[config.mk]
export PLATFORM = sky130hd
export DESIGN_NAME = panel_cmd_tx
export DESIGN_NICKNAME = d
export VERILOG_FILES = /design/src/rtl/panel_cmd_pkg.sv /design/src/rtl/panel_cmd_tx_tick.sv /design/src/rtl/panel_cmd_tx_shift.sv /design/src/rtl/panel_cmd_tx_ctrl.sv /design/src/rtl/panel_cmd_tx.sv
export SDC_FILE = /design/constraint.sdc
export NUM_CORES = 1
export LEC_CHECK = 0
export BUFFER_PORTS_ARGS = -buffer_cell sky130_fd_sc_hd__buf_2
export CAP_MARGIN = 20
export CORE_MARGIN = 10
export CORE_UTILIZATION = 48
export CTS_CLUSTER_DIAMETER = 150
export DETAILED_ROUTE_END_ITERATION = 10
export PLACE_DENSITY = 0.68
export SKIP_CTS_REPAIR_TIMING = 1
export SLEW_MARGIN = 20
export SYNTH_ARGS = -nofsm -noshare
export SYNTH_HDL_FRONTEND = slang
export SYNTH_SLANG_ARGS = --single-unit
[constraint.sdc]
create_clock -name clk -period 2.8 [get_ports clk]
set_input_delay 0.14 -clock clk [delete_from_list [all_inputs] [get_ports clk]]
set_output_delay 0.14 -clock clk [all_outputs]
set_load 0.02 [all_outputs]
[src/rtl/panel_cmd_pkg.sv]
package panel_cmd_pkg;

  localparam int CMD_W     = 32;
  localparam int GRP_W     = 9;
  localparam int MAX_GRP   = 3;
  localparam int FRAME_W   = GRP_W * MAX_GRP;
  localparam int PAYLOAD_W = CMD_W - 2;
  localparam int LEN_W     = $clog2(FRAME_W + 1);

  typedef enum logic [1:0] {
    ST_IDLE,
    ST_RECFG,
    ST_SHIFT,
    ST_GAP
  } tx_state_e;

  // count field value 3 behaves as 2
  function automatic logic [1:0] sat_count(input logic [1:0] raw);
    return (raw == 2'd3) ? 2'd2 : raw;
  endfunction

  function automatic logic [LEN_W-1:0] frame_len(input logic [1:0] cnt);
    logic [LEN_W-1:0] len;
    case (cnt)
      2'd0:    len = LEN_W'(GRP_W);
      2'd1:    len = LEN_W'(2 * GRP_W);
      default: len = LEN_W'(3 * GRP_W);
    endcase
    return len;
  endfunction

  // place the first transmitted bit at the top of the shift register
  function automatic logic [FRAME_W-1:0] align_frame(input logic [PAYLOAD_W-1:0] p,
                                                     input logic [1:0] cnt);
    logic [FRAME_W-1:0] f;
    case (cnt)
      2'd0:    f = {p[GRP_W-1:0], {(2*GRP_W){1'b0}}};
      2'd1:    f = {p[2*GRP_W-1:0], {GRP_W{1'b0}}};
      default: f = p[FRAME_W-1:0];
    endcase
    return f;
  endfunction

endpackage

[src/rtl/panel_cmd_tx_tick.sv]
module panel_cmd_tx_tick #(
  parameter int DIV_W = 8
) (
  input  logic             clk,
  input  logic             rst,
  input  logic             run,
  input  logic [DIV_W-1:0] half_len,
  output logic             tick
);

  logic [DIV_W-1:0] cnt;
  logic             at_end;

  assign at_end = (cnt == half_len - DIV_W'(1));
  assign tick   = run && at_end;

  always_ff @(posedge clk) begin
    if (rst) begin
      cnt <= '0;
    end else if (!run) begin
      cnt <= '0;
    end else if (at_end) begin
      cnt <= '0;
    end else begin
      cnt <= cnt + DIV_W'(1);
    end
  end

endmodule

[src/rtl/panel_cmd_tx_shift.sv]
module panel_cmd_tx_shift
  import panel_cmd_pkg::*;
(
  input  logic               clk,
  input  logic               rst,
  input  logic               load,
  input  logic [FRAME_W-1:0] frame_in,
  input  logic [LEN_W-1:0]   len_in,
  input  logic               active,
  input  logic               tick,
  output logic               ser_clk,
  output logic               ser_dat,
  output logic               frame_end
);

  logic [FRAME_W-1:0] sh;
  logic [LEN_W-1:0]   bit_idx;
  logic [LEN_W-1:0]   len_q;
  logic               sclk_q;
  logic               last_bit;

  assign last_bit  = (bit_idx == len_q - LEN_W'(1));
  assign frame_end = active && tick && sclk_q && last_bit;
  assign ser_clk   = sclk_q;
  assign ser_dat   = sh[FRAME_W-1];

  always_ff @(posedge clk) begin
    if (rst) begin
      sh      <= '0;
      bit_idx <= '0;
      len_q   <= LEN_W'(GRP_W);
      sclk_q  <= 1'b0;
    end else if (load) begin
      sh      <= frame_in;
      len_q   <= len_in;
      bit_idx <= '0;
      sclk_q  <= 1'b0;
    end else if (active && tick) begin
      if (!sclk_q) begin
        sclk_q <= 1'b1;
      end else begin
        sclk_q <= 1'b0;
        if (last_bit) begin
          sh <= '0;
        end else begin
          sh      <= {sh[FRAME_W-2:0], 1'b0};
          bit_idx <= bit_idx + LEN_W'(1);
        end
      end
    end
  end

endmodule

[src/rtl/panel_cmd_tx_ctrl.sv]
module panel_cmd_tx_ctrl
  import panel_cmd_pkg::*;
#(
  parameter int DIV_W     = 8,
  parameter int RECFG_CYC = 4
) (
  input  logic             clk,
  input  logic             rst,
  input  logic             in_valid,
  input  logic [1:0]       cnt_in,
  input  logic [DIV_W-1:0] sclk_half,
  input  logic             frame_end,
  input  logic             tick,
  output logic             in_ready,
  output logic             busy,
  output logic             done,
  output logic             cs_n,
  output logic             load,
  output logic             shifting,
  output logic             run,
  output logic [DIV_W-1:0] half_len
);

  localparam int RC_W = (RECFG_CYC > 1) ? $clog2(RECFG_CYC) : 1;

  tx_state_e       state;
  logic [1:0]      last_cnt;
  logic [RC_W-1:0] rc;
  logic            gap_half;
  logic            ready_q;

  assign in_ready = ready_q;
  assign load     = in_valid && ready_q;
  assign shifting = (state == ST_SHIFT);
  assign run      = (state == ST_SHIFT) || (state == ST_GAP);

  always_ff @(posedge clk) begin
    if (rst) begin
      state    <= ST_IDLE;
      ready_q  <= 1'b1;
      busy     <= 1'b0;
      done     <= 1'b0;
      cs_n     <= 1'b1;
      last_cnt <= 2'd3;
      rc       <= '0;
      gap_half <= 1'b0;
      half_len <= DIV_W'(1);
    end else begin
      done <= 1'b0;
      case (state)
        ST_IDLE: begin
          if (in_valid && ready_q) begin
            ready_q  <= 1'b0;
            busy     <= 1'b1;
            half_len <= (sclk_half == '0) ? DIV_W'(1) : sclk_half;
            last_cnt <= cnt_in;
            if (cnt_in != last_cnt) begin
              rc    <= RC_W'(RECFG_CYC - 1);
              state <= ST_RECFG;
            end else begin
              cs_n  <= 1'b0;
              state <= ST_SHIFT;
            end
          end
        end
        ST_RECFG: begin
          if (rc == '0) begin
            cs_n  <= 1'b0;
            state <= ST_SHIFT;
          end else begin
            rc <= rc - RC_W'(1);
          end
        end
        ST_SHIFT: begin
          if (frame_end) begin
            cs_n     <= 1'b1;
            gap_half <= 1'b0;
            state    <= ST_GAP;
          end
        end
        ST_GAP: begin
          if (tick) begin
            if (gap_half) begin
              state   <= ST_IDLE;
              ready_q <= 1'b1;
              busy    <= 1'b0;
              done    <= 1'b1;
            end else begin
              gap_half <= 1'b1;
            end
          end
        end
        default: state <= ST_IDLE;
      endcase
    end
  end

endmodule

[src/rtl/panel_cmd_tx.sv]
module panel_cmd_tx
  import panel_cmd_pkg::*;
#(
  parameter int DIV_W     = 8,
  parameter int RECFG_CYC = 4
) (
  input  logic             clk,
  input  logic             rst,
  input  logic             in_valid,
  output logic             in_ready,
  input  logic [31:0]      in_word,
  input  logic [DIV_W-1:0] sclk_half,
  output logic             ser_clk,
  output logic             ser_cs_n,
  output logic             ser_dat,
  output logic             busy,
  output logic             done
);

  logic [1:0]         eff_cnt;
  logic [FRAME_W-1:0] frame;
  logic [LEN_W-1:0]   len;
  logic               load;
  logic               shifting;
  logic               run;
  logic               tick;
  logic               frame_end;
  logic [DIV_W-1:0]   half_len;

  // count field is dropped here; only the payload reaches the shifter
  assign eff_cnt = sat_count(in_word[CMD_W-1:CMD_W-2]);
  assign frame   = align_frame(in_word[PAYLOAD_W-1:0], eff_cnt);
  assign len     = frame_len(eff_cnt);

  panel_cmd_tx_ctrl #(
    .DIV_W    (DIV_W),
    .RECFG_CYC(RECFG_CYC)
  ) ctrl_i (
    .clk      (clk),
    .rst      (rst),
    .in_valid (in_valid),
    .cnt_in   (eff_cnt),
    .sclk_half(sclk_half),
    .frame_end(frame_end),
    .tick     (tick),
    .in_ready (in_ready),
    .busy     (busy),
    .done     (done),
    .cs_n     (ser_cs_n),
    .load     (load),
    .shifting (shifting),
    .run      (run),
    .half_len (half_len)
  );

  panel_cmd_tx_tick #(
    .DIV_W(DIV_W)
  ) tick_i (
    .clk     (clk),
    .rst     (rst),
    .run     (run),
    .half_len(half_len),
    .tick    (tick)
  );

  panel_cmd_tx_shift shift_i (
    .clk      (clk),
    .rst      (rst),
    .load     (load),
    .frame_in (frame),
    .len_in   (len),
    .active   (shifting),
    .tick     (tick),
    .ser_clk  (ser_clk),
    .ser_dat  (ser_dat),
    .frame_end(frame_end)
  );

endmodule

==> reports/qor.csv, run 1 <==
metric,value,unit
rsz0062_at_grt,yes,
hold_viol_final,0,
grt_overflow,0,
vias,3514,
synth_ff_type,dfxtp_1,
synthDistinctLibCells,58,
synthToLayoutAreaGrowth,12.9,%
wl_met2,4580,um
grt_first_pass_wirelength,16300,um
synth_edf_count,0,
setup_viol,0,
fin_cells,582,
min_path_type,input pin to flip-flop,
slew_headroom,40.1,%
die_y,108,um
grt_start_max_net_pins,41,
worst_pin_slew,0.894,ns
ioPinCount,49,
max_freq,374,MHz
mostFrequentLayoutCells,"dfxtp_1, nand2_1, buf_2",
path_clk_slew,0.07,ns
p_leak,1.58,nW
synth_seq_area_share,33.6,%
syn_inst,441,
powerDensity,678,mW/mm^2
drt-met1-wl,4600,um
ir_drop,0.000269,V
layout_commonest_cell,dfxtp_1,
gr-usage-all-layers,17.0,%
drcViolationCount,0,
cp_max_fo,31,
die-area,0.0116,mm^2
vias_per_cell,6.04,
drt_pass1_iterations,5,
final-max-slew-violation-count,0,
layout_worst_path_cycle_share,95.5,%
cts_buffers,9,
cp-start-kind,flip-flop,
route.met3.wl,534,um
die_x,108,um
syn_area,0.00370,mm^2
dp_slack,0.140,ns
end_kind,flip-flop,
min_period,2.67,ns
gp_congestion,0.819,
route.detailed.wl_per_inst,16.9,um
clock_latency,0.34,ns
hold_slack,0.0463,ns
nFillCells,714,
skew,0.00792,ns
grt_pass1_vias,3364,
ys_ff_latch,62,
htreeDepth,3,
diodes,0,
start_util,50.2,%
antenna_found_initial,0,
final_layout_size_suffix_gt1_share,21.3,%
drv_cap,0,
drt-total-wl,9820,um
cts_tree,built,
syn_avg_cell_area,8.39,um^2
clock_path_buffers,2,
num_rows,31,
core,0.00737,mm^2
cp_data_arrival_time,2.95,ns
cts-root-buf,clkbuf_8,
synth_warnings,0,
outcome,finished clean,
drtIter0Drc,283,
top_layer_used,met4,
syn-num-nets,496,
fin_nets,535,
crit_required,3.07,ns
portBuffers,45,
setup_slack,0.125,ns
final_antenna_net_count,0,
dpl.cell_count,568,
clock-sinks,62,
async_reset_ff_share,0,%
post-dp-hpwl,6880,um
worstSetupPathType,flip-flop to flip-flop,
[cell type report]
cell class / count / area (um^2) / share of cell area, %
tap: 99 / 124 / 2.97
timing repair buffer: 60 / 338 / 8.09
clock inverter: 2 / 10.0 / 0.240
sequential: 62 / 1240 / 29.7
multi-input combinational: 333 / 2260 / 54.2
clock buffer: 12 / 145 / 3.48
inverter: 14 / 52.6 / 1.26
[cell families after synthesis]
kind of cell / Yosys count / share of synthesized area, %
multiplexers: 19 / 5.75
adder cells (fa/ha/maj): 12 / 4.06
flip-flops: 62 / 33.6
AND/OR/NAND/NOR: 142 / 18.7
buffers and inverters: 46 / 5.45
XOR/XNOR: 21 / 4.97
AO/OA/AOI/OAI: 139 / 27.5
[critical path, cell delays in order, from the launching register on]
cell and delay (ns):
dfxtp_1 0.32, inv_1 0.05, ha_1 0.26, o21bai_1 0.18, a2111oi_0 0.46, a311o_2 0.25, o211ai_4 0.32, buf_4 0.29
o31a_2 0.33, o21ai_0 0.14
[layer usage]
| metal | global-route usage [%] | vias to the layer above |
|---|---|---|
| met2 | 27.2 | 111 |
| met5 | 0 | - |
| met3 | 4.49 | 10 |
| met1 | 21.9 | 1669 |
| li1 | - | 1724 |
| met4 | 4.77 | 0 |
[path summary, 6_finish.rpt]
kind                                        start                              end  slack (ns)  cells after the start
setup / recovery  ctrl_i.half_len[0]$_SDFFE_PP1P_         ctrl_i.cs_n$_SDFFE_PP1P_        0.13                      9
hold / removal                       sclk_half[4]  ctrl_i.half_len[4]$_SDFFE_PP0P_        0.05                      3
setup reg to reg  ctrl_i.half_len[0]$_SDFFE_PP1P_         ctrl_i.cs_n$_SDFFE_PP1P_        0.13                      9
hold reg to reg          tick_i.cnt[0]$_SDFF_PP0_         tick_i.cnt[0]$_SDFF_PP0_        0.47                      1
[state kept, by name (all words and copies together), names as in the netlist, 2 cells and up]
signal           cells
shift_i.bit_idx      5
ctrl_i.last_cnt      2
shift_i.len_q        2
ctrl_i.state         2
ctrl_i.rc            2
shift_i.sh          27
ctrl_i.half_len      8
tick_i.cnt           8
[synth_stat cells (11+ instances only)]
| cell type | number | area share, % |
|---|---|---|
| dfxtp_1 | 62 | 34 |
| nor2_1 | 31 | 3.1 |
| inv_1 | 14 | 1.4 |
| a211oi_1 | 28 | 5.7 |
| nor3_1 | 14 | 1.9 |
| clkbuf_1 | 24 | 2.4 |
| o21ai_0 | 27 | 3.7 |
| xor2_1 | 13 | 3.1 |
| mux2_2 | 18 | 5.5 |
| nand2_1 | 53 | 5.4 |
| nand3_1 | 13 | 1.8 |
| a2111oi_0 | 11 | 2.6 |
| ha_1 | 12 | 4.1 |
| a21oi_1 | 17 | 2.3 |
[report_power, final]
group	total, W	switching (W)	internal, W	leakage [nW]
Combinational	0.00109	0.000668	0.000422	0.994
Clock	0.000675	0.000342	0.000333	0.0821
Sequential	0.00107	0.0000771	0.000990	0.508
[through the flow]
step           util [%]  cell area [um^2]  setup TNS, ns  total power [W]
6_report           56.6              4170              0          0.00283
2_1_floorplan         -              3700              0          0.00190
5_1_grt            56.6              4170       -0.00664          0.00302
4_1_cts            56.5              4170              0          0.00283
3_5_place_dp       54.4              4010              0          0.00216
3_3_place_gp       54.4              4010              0          0.00213
No activity file was read; power rests on OpenSTA's default activity.
==> run 2: changes to the inputs <==
Settings changed: CORE_ASPECT_RATIO set to 1.4, CTS_CLUSTER_DIAMETER 150 to 100, MAX_ROUTING_LAYER set to met4.
==> reports/qor.csv, run 2 (synthesis gave the netlist of run 1 again) <==
metric,value,unit,change
worstRegToRegCells,9,,unchanged
diodes,0,,unchanged
reg.largest.list,"shift_i.sh (27), ctrl_i.half_len (8), tick_i.cnt (8)",,unchanged
drtIter0Drc,169,,was 283
p_leak,1.58,nW,about the same
grt_pass1_vias,3407,,was 3364
num_rows,37,,was 31
portBuffers,45,,unchanged
cp-start-kind,flip-flop,,unchanged
drt_pass1_iterations,5,,unchanged
cts_buffers,9,,unchanged
layout_worst_path_cycle_share,92.4,%,was 95.5%
fin_nets,535,,unchanged
htreeDepth,3,,unchanged
worstHoldStart,sclk_half[4],,unchanged
setup_slack,0.213,ns,was 0.125 ns
grt_first_pass_wirelength,16000,um,was 16300 um
final-max-slew-violation-count,0,,unchanged
gp_congestion,0.888,,was 0.819
final_layout_size_suffix_gt1_share,21.1,%,was 21.3%
p_total,0.00281,W,was 0.00283 W
regToRegEndpoint,shift_i.bit_idx[4]$_SDFFE_PP0P_,,was ctrl_i.cs_n$_SDFFE_PP1P_
grt_overflow,0,,unchanged
max_freq,386,MHz,was 374 MHz
core,0.00745,mm^2,was 0.00737 mm^2
regMostFlops,shift_i.sh,,unchanged
post-dp-hpwl,7210,um,was 6880 um
die-area,0.0117,mm^2,was 0.0116 mm^2
placed_cell_area,0.00402,mm^2,was 0.00401 mm^2
ir_drop,0.000357,V,was 0.000269 V
crit_required,3.07,ns,about the same
gr-usage-all-layers,17.5,%,was 17.0%
powerDensity,673,mW/mm^2,was 678 mW/mm^2
clock_latency,0.34,ns,about the same
worstSetupPathType,flip-flop to flip-flop,,unchanged
hold_slack,0.0490,ns,was 0.0463 ns
min_period,2.59,ns,was 2.67 ns
final_antenna_net_count,0,,unchanged
rsz0062_at_grt,no,,was yes
skew,0.00663,ns,was 0.00792 ns
vias_per_cell,5.89,,was 6.04
drt-total-wl,9630,um,was 9820 um
vias,3421,,was 3514
grt_start_max_net_pins,34,,was 41
synthToLayoutAreaGrowth,12.8,%,was 12.9%
clock-sinks,62,,unchanged
mostFrequentLayoutCells,"dfxtp_1, nand2_1, buf_2",,unchanged
whs_endpoint,ctrl_i.half_len[4]$_SDFFE_PP0P_,,unchanged
worst_pin_slew,0.604,ns,was 0.894 ns
cp_max_fo,18,,was 31
layout_commonest_cell,dfxtp_1,,unchanged
hold_viol_final,0,,unchanged
cts_tree,built,,unchanged
start_util,49.6,%,was 50.2%
r2r-start,ctrl_i.half_len[0]$_SDFFE_PP1P_,,unchanged
worst_hold_path.num_cells,3,,unchanged
route.detailed.wl_per_inst,16.6,um,was 16.9 um
slew_headroom,59.6,%,was 40.1%
die_y,124,um,was 108 um
drv_cap,0,,unchanged
outcome,finished clean,,unchanged
clock_path_buffers,2,,unchanged
setup_viol,0,,unchanged
drcViolationCount,0,,unchanged
path_clk_slew,0.06,ns,was 0.07 ns
ff2ff_setup_slack,0.21,ns,was 0.13 ns
finalSetupTns,0,ns,unchanged
cts-root-buf,clkbuf_8,,unchanged
largest_reg_flops,27,,unchanged
dp_slack,0.239,ns,was 0.140 ns
antenna_found_initial,0,,unchanged
end_kind,flip-flop,,unchanged
cp_data_arrival_time,2.86,ns,was 2.95 ns
final_area,0.00417,mm^2,about the same
die_x,94.2,um,was 108 um
min_path_type,input pin to flip-flop,,unchanged
ioPinCount,49,,unchanged
run 2: layer usage:
layer / share of wire [%] / GRT usage (%)
met2: 51 / 29.7
met3: 4.3 / 3.79
met1: 42 / 18.8
met4: 2.7 / 8.86
met5: 0 / -
run 2: cell type report:
cell class	count	area, um^2
clock buffers	13	139
fillers	695	3280
inverters	14	52.6
clock inverters	2	10.0
well taps	97	121
flip-flops and latches	62	1240
repair buffers	60	350
multi-input cells	333	2260
run 2: worst max path at each step:
stage                                    start                               to  cells after the start
2_1_floorplan  ctrl_i.half_len[0]$_SDFFE_PP1P_  shift_i.bit_idx[2]$_SDFFE_PP0P_                      8
3_3_place_gp   ctrl_i.half_len[0]$_SDFFE_PP1P_  shift_i.bit_idx[3]$_SDFFE_PP0P_                      9
3_5_place_dp   ctrl_i.half_len[0]$_SDFFE_PP1P_  shift_i.bit_idx[4]$_SDFFE_PP0P_                      9
4_1_cts        ctrl_i.half_len[0]$_SDFFE_PP1P_  shift_i.bit_idx[2]$_SDFFE_PP0P_                      9
5_1_grt        ctrl_i.half_len[0]$_SDFFE_PP1P_  shift_i.bit_idx[4]$_SDFFE_PP0P_                      9
6_report       ctrl_i.half_len[0]$_SDFFE_PP1P_  shift_i.bit_idx[4]$_SDFFE_PP0P_                      9
run 2: worst max-delay path, cell delays in order (launching register included):
cell      delay (ns)
dfxtp_1         0.33
inv_1           0.06
ha_1            0.26
and2_1          0.19
o21a_1          0.20
o31ai_2         0.36
o211ai_4        0.24
buf_12          0.22
or4_1           0.50
a21boi_1        0.15
run 2: per-stage QoR:
step,utilization (%),cells
after floorplan,-,441
after global placement,54.0,566
after detailed placement,54.0,566
after CTS,56.0,581
after global routing,56.0,581
final,56.0,581
run 2: power by group:
group	total [W]	leakage, nW	internal [W]	switching [W]
clock network	0.000642	0.0773	0.000314	0.000328
registers	0.00107	0.508	0.000990	0.0000846
logic	0.00109	0.998	0.000442	0.000650
total	0.00281	1.58	0.00175	0.00106
==> run 3: changes to the inputs <==
Settings changed: REMOVE_ABC_BUFFERS set to 1.
==> reports/qor.csv, run 3 (synthesis gave the netlist of run 1 again) <==
metric,value,unit,change
outcome,finished clean,,unchanged
ff2ff_setup_slack,0.27,ns,was 0.21 ns
worstRegToRegCells,9,,unchanged
grt_start_max_net_pins,34,,unchanged
portBuffers,45,,unchanged
max_freq,396,MHz,was 386 MHz
drt-total-wl,10100,um,was 9630 um
gr-usage-all-layers,18.4,%,was 17.5%
worst_hold_path.num_cells,3,,unchanged
grt_first_pass_wirelength,16900,um,was 16000 um
layout_commonest_cell,dfxtp_1,,unchanged
end_kind,flip-flop,,unchanged
path_cells,inv_1 -> ha_1 -> o21bai_1 -> a2111oi_0 -> a311o_2 -> o211ai_4 -> buf_4 -> or4_1 -> a21boi_1,,was inv_1 -> ha_1 -> and2_1 -> o21a_1 -> o31ai_2 -> o211ai_4 -> buf_12 -> or4_1 -> a21boi_1
hold_viol_final,0,,unchanged
cts_tree,built,,unchanged
min_path_type,input pin to flip-flop,,unchanged
die_y,124,um,unchanged
clock-sinks,62,,unchanged
fin_nets,540,,was 535
drt_pass1_iterations,4,,was 5
drcViolationCount,0,,unchanged
largest_reg_flops,27,,unchanged
final-max-slew-violation-count,0,,unchanged
vias_per_cell,6.03,,was 5.89
min_period,2.53,ns,was 2.59 ns
skew,0.00731,ns,was 0.00663 ns
cp_max_fo,12,,was 18
setup_viol,0,,unchanged
ioPinCount,49,,unchanged
p_leak,1.62,nW,was 1.58 nW
crit_required,3.09,ns,was 3.07 ns
rsz0062_at_grt,no,,unchanged
final_antenna_net_count,0,,unchanged
cts_buffers,9,,unchanged
gp_congestion,0.831,,was 0.888
vias,3536,,was 3421
reg.largest.list,"shift_i.sh (27), ctrl_i.half_len (8), tick_i.cnt (8)",,unchanged
finalSetupTns,0,ns,unchanged
worstSetupPathType,flip-flop to flip-flop,,unchanged
ir_drop,0.000343,V,was 0.000357 V
final_layout_size_suffix_gt1_share,22.1,%,was 21.1%
final_area,0.00423,mm^2,was 0.00417 mm^2
grtUsageMet2,31.2,%,was 29.7%
htreeDepth,3,,unchanged
slew_headroom,44.8,%,was 59.6%
cts-root-buf,clkbuf_8,,unchanged
powerDensity,694,mW/mm^2,was 673 mW/mm^2
critPathBufInv,2,,unchanged
cp-start-kind,flip-flop,,unchanged
slowest_stage,or4_1,,unchanged
mostFrequentLayoutCells,"dfxtp_1, nand2_1, buf_2",,unchanged
clock_latency,0.35,ns,was 0.34 ns
start_util,49.6,%,unchanged
diodes,0,,unchanged
regMostFlops,shift_i.sh,,unchanged
busiest_layer,met2,,unchanged
grt_pass1_vias,3586,,was 3407
die_x,94.2,um,unchanged
gr-usage-met3,3.79,%,unchanged
drtIter0Drc,126,,was 169
antenna_found_initial,0,,unchanged
num_rows,37,,unchanged
synthToLayoutAreaGrowth,14.3,%,was 12.8%
core,0.00745,mm^2,unchanged
grtUsageMet1,20.4,%,was 18.8%
post-dp-hpwl,7260,um,was 7210 um
crit_family,compound AO/OA/AOI/OAI gates,,unchanged
clock_path_buffers,2,,unchanged
cp.depth,9,,unchanged
path_clk_slew,0.07,ns,was 0.06 ns
cpPeakStageDelay,0.50,ns,about the same
route.detailed.wl_per_inst,17.2,um,was 16.6 um
layout_worst_path_cycle_share,90.3,%,was 92.4%
die-area,0.0117,mm^2,unchanged
grt_overflow,0,,unchanged
drv_cap,0,,unchanged
worst_pin_slew,0.826,ns,was 0.604 ns
placed_cell_area,0.00406,mm^2,was 0.00402 mm^2
cp_data_arrival_time,2.81,ns,was 2.86 ns
## run 3: cell types whose count changed in the layout (fill, tap and decap cells not counted), sizes merged
cell,change
clkinv,-1
clkbuf,+1
buf,+5
## run 3: path summary, 6_finish.rpt
kind | start | to
min | sclk_half[2] | ctrl_i.half_len[2]$_SDFFE_PP0P_
min reg2reg | ctrl_i.busy$_SDFFE_PP0P_ | ctrl_i.busy$_SDFFE_PP0P_
max | ctrl_i.half_len[0]$_SDFFE_PP1P_ | shift_i.bit_idx[2]$_SDFFE_PP0P_
max reg2reg | ctrl_i.half_len[0]$_SDFFE_PP1P_ | shift_i.bit_idx[2]$_SDFFE_PP0P_
## run 3: routing by layer
metal	vias to the layer above	part of all wire (%)
met1	1711	43
met5	-	0
met4	0	1.4
met2	90	51
met3	11	4.5
li1	1724	-
## run 3: final cells by class
type | instances | area, um^2
tap | 97 | 121
inverter | 14 | 52.6
clock inverter | 1 | 5.00
timing repair buffer | 65 | 388
sequential | 62 | 1240
clock buffer | 14 | 163
fill | 695 | 3230
multi-input combinational | 333 | 2260
## run 3: stage by stage
step	worst slack [ns]	total power [W]	util (%)	hold slack, ns	std cells
floorplan	0.179	0.00181	-	0.209	409
global placement	0.330	0.00220	54.5	0.399	571
detailed placement	0.290	0.00223	54.5	0.404	571
CTS	0.267	0.00294	56.7	0.0252	586
global route	0.104	0.00311	56.7	0.0416	586
finish	0.273	0.00293	56.7	0.0358	586
## run 3: worst register-to-register path: stages, from the launching register on
cell       delay, ns
dfxtp_1         0.33
inv_1           0.06
ha_1            0.24
o21bai_1        0.16
a2111oi_0       0.38
a311o_2         0.23
o211ai_4        0.20
buf_4           0.23
or4_1           0.50
a21boi_1        0.15
## run 3: power breakdown
group | leakage [nW] | switching, W | internal, W
combinational | 1.02 | 0.000671 | 0.000478
clock | 0.0865 | 0.000345 | 0.000365
sequential | 0.508 | 0.0000848 | 0.000990
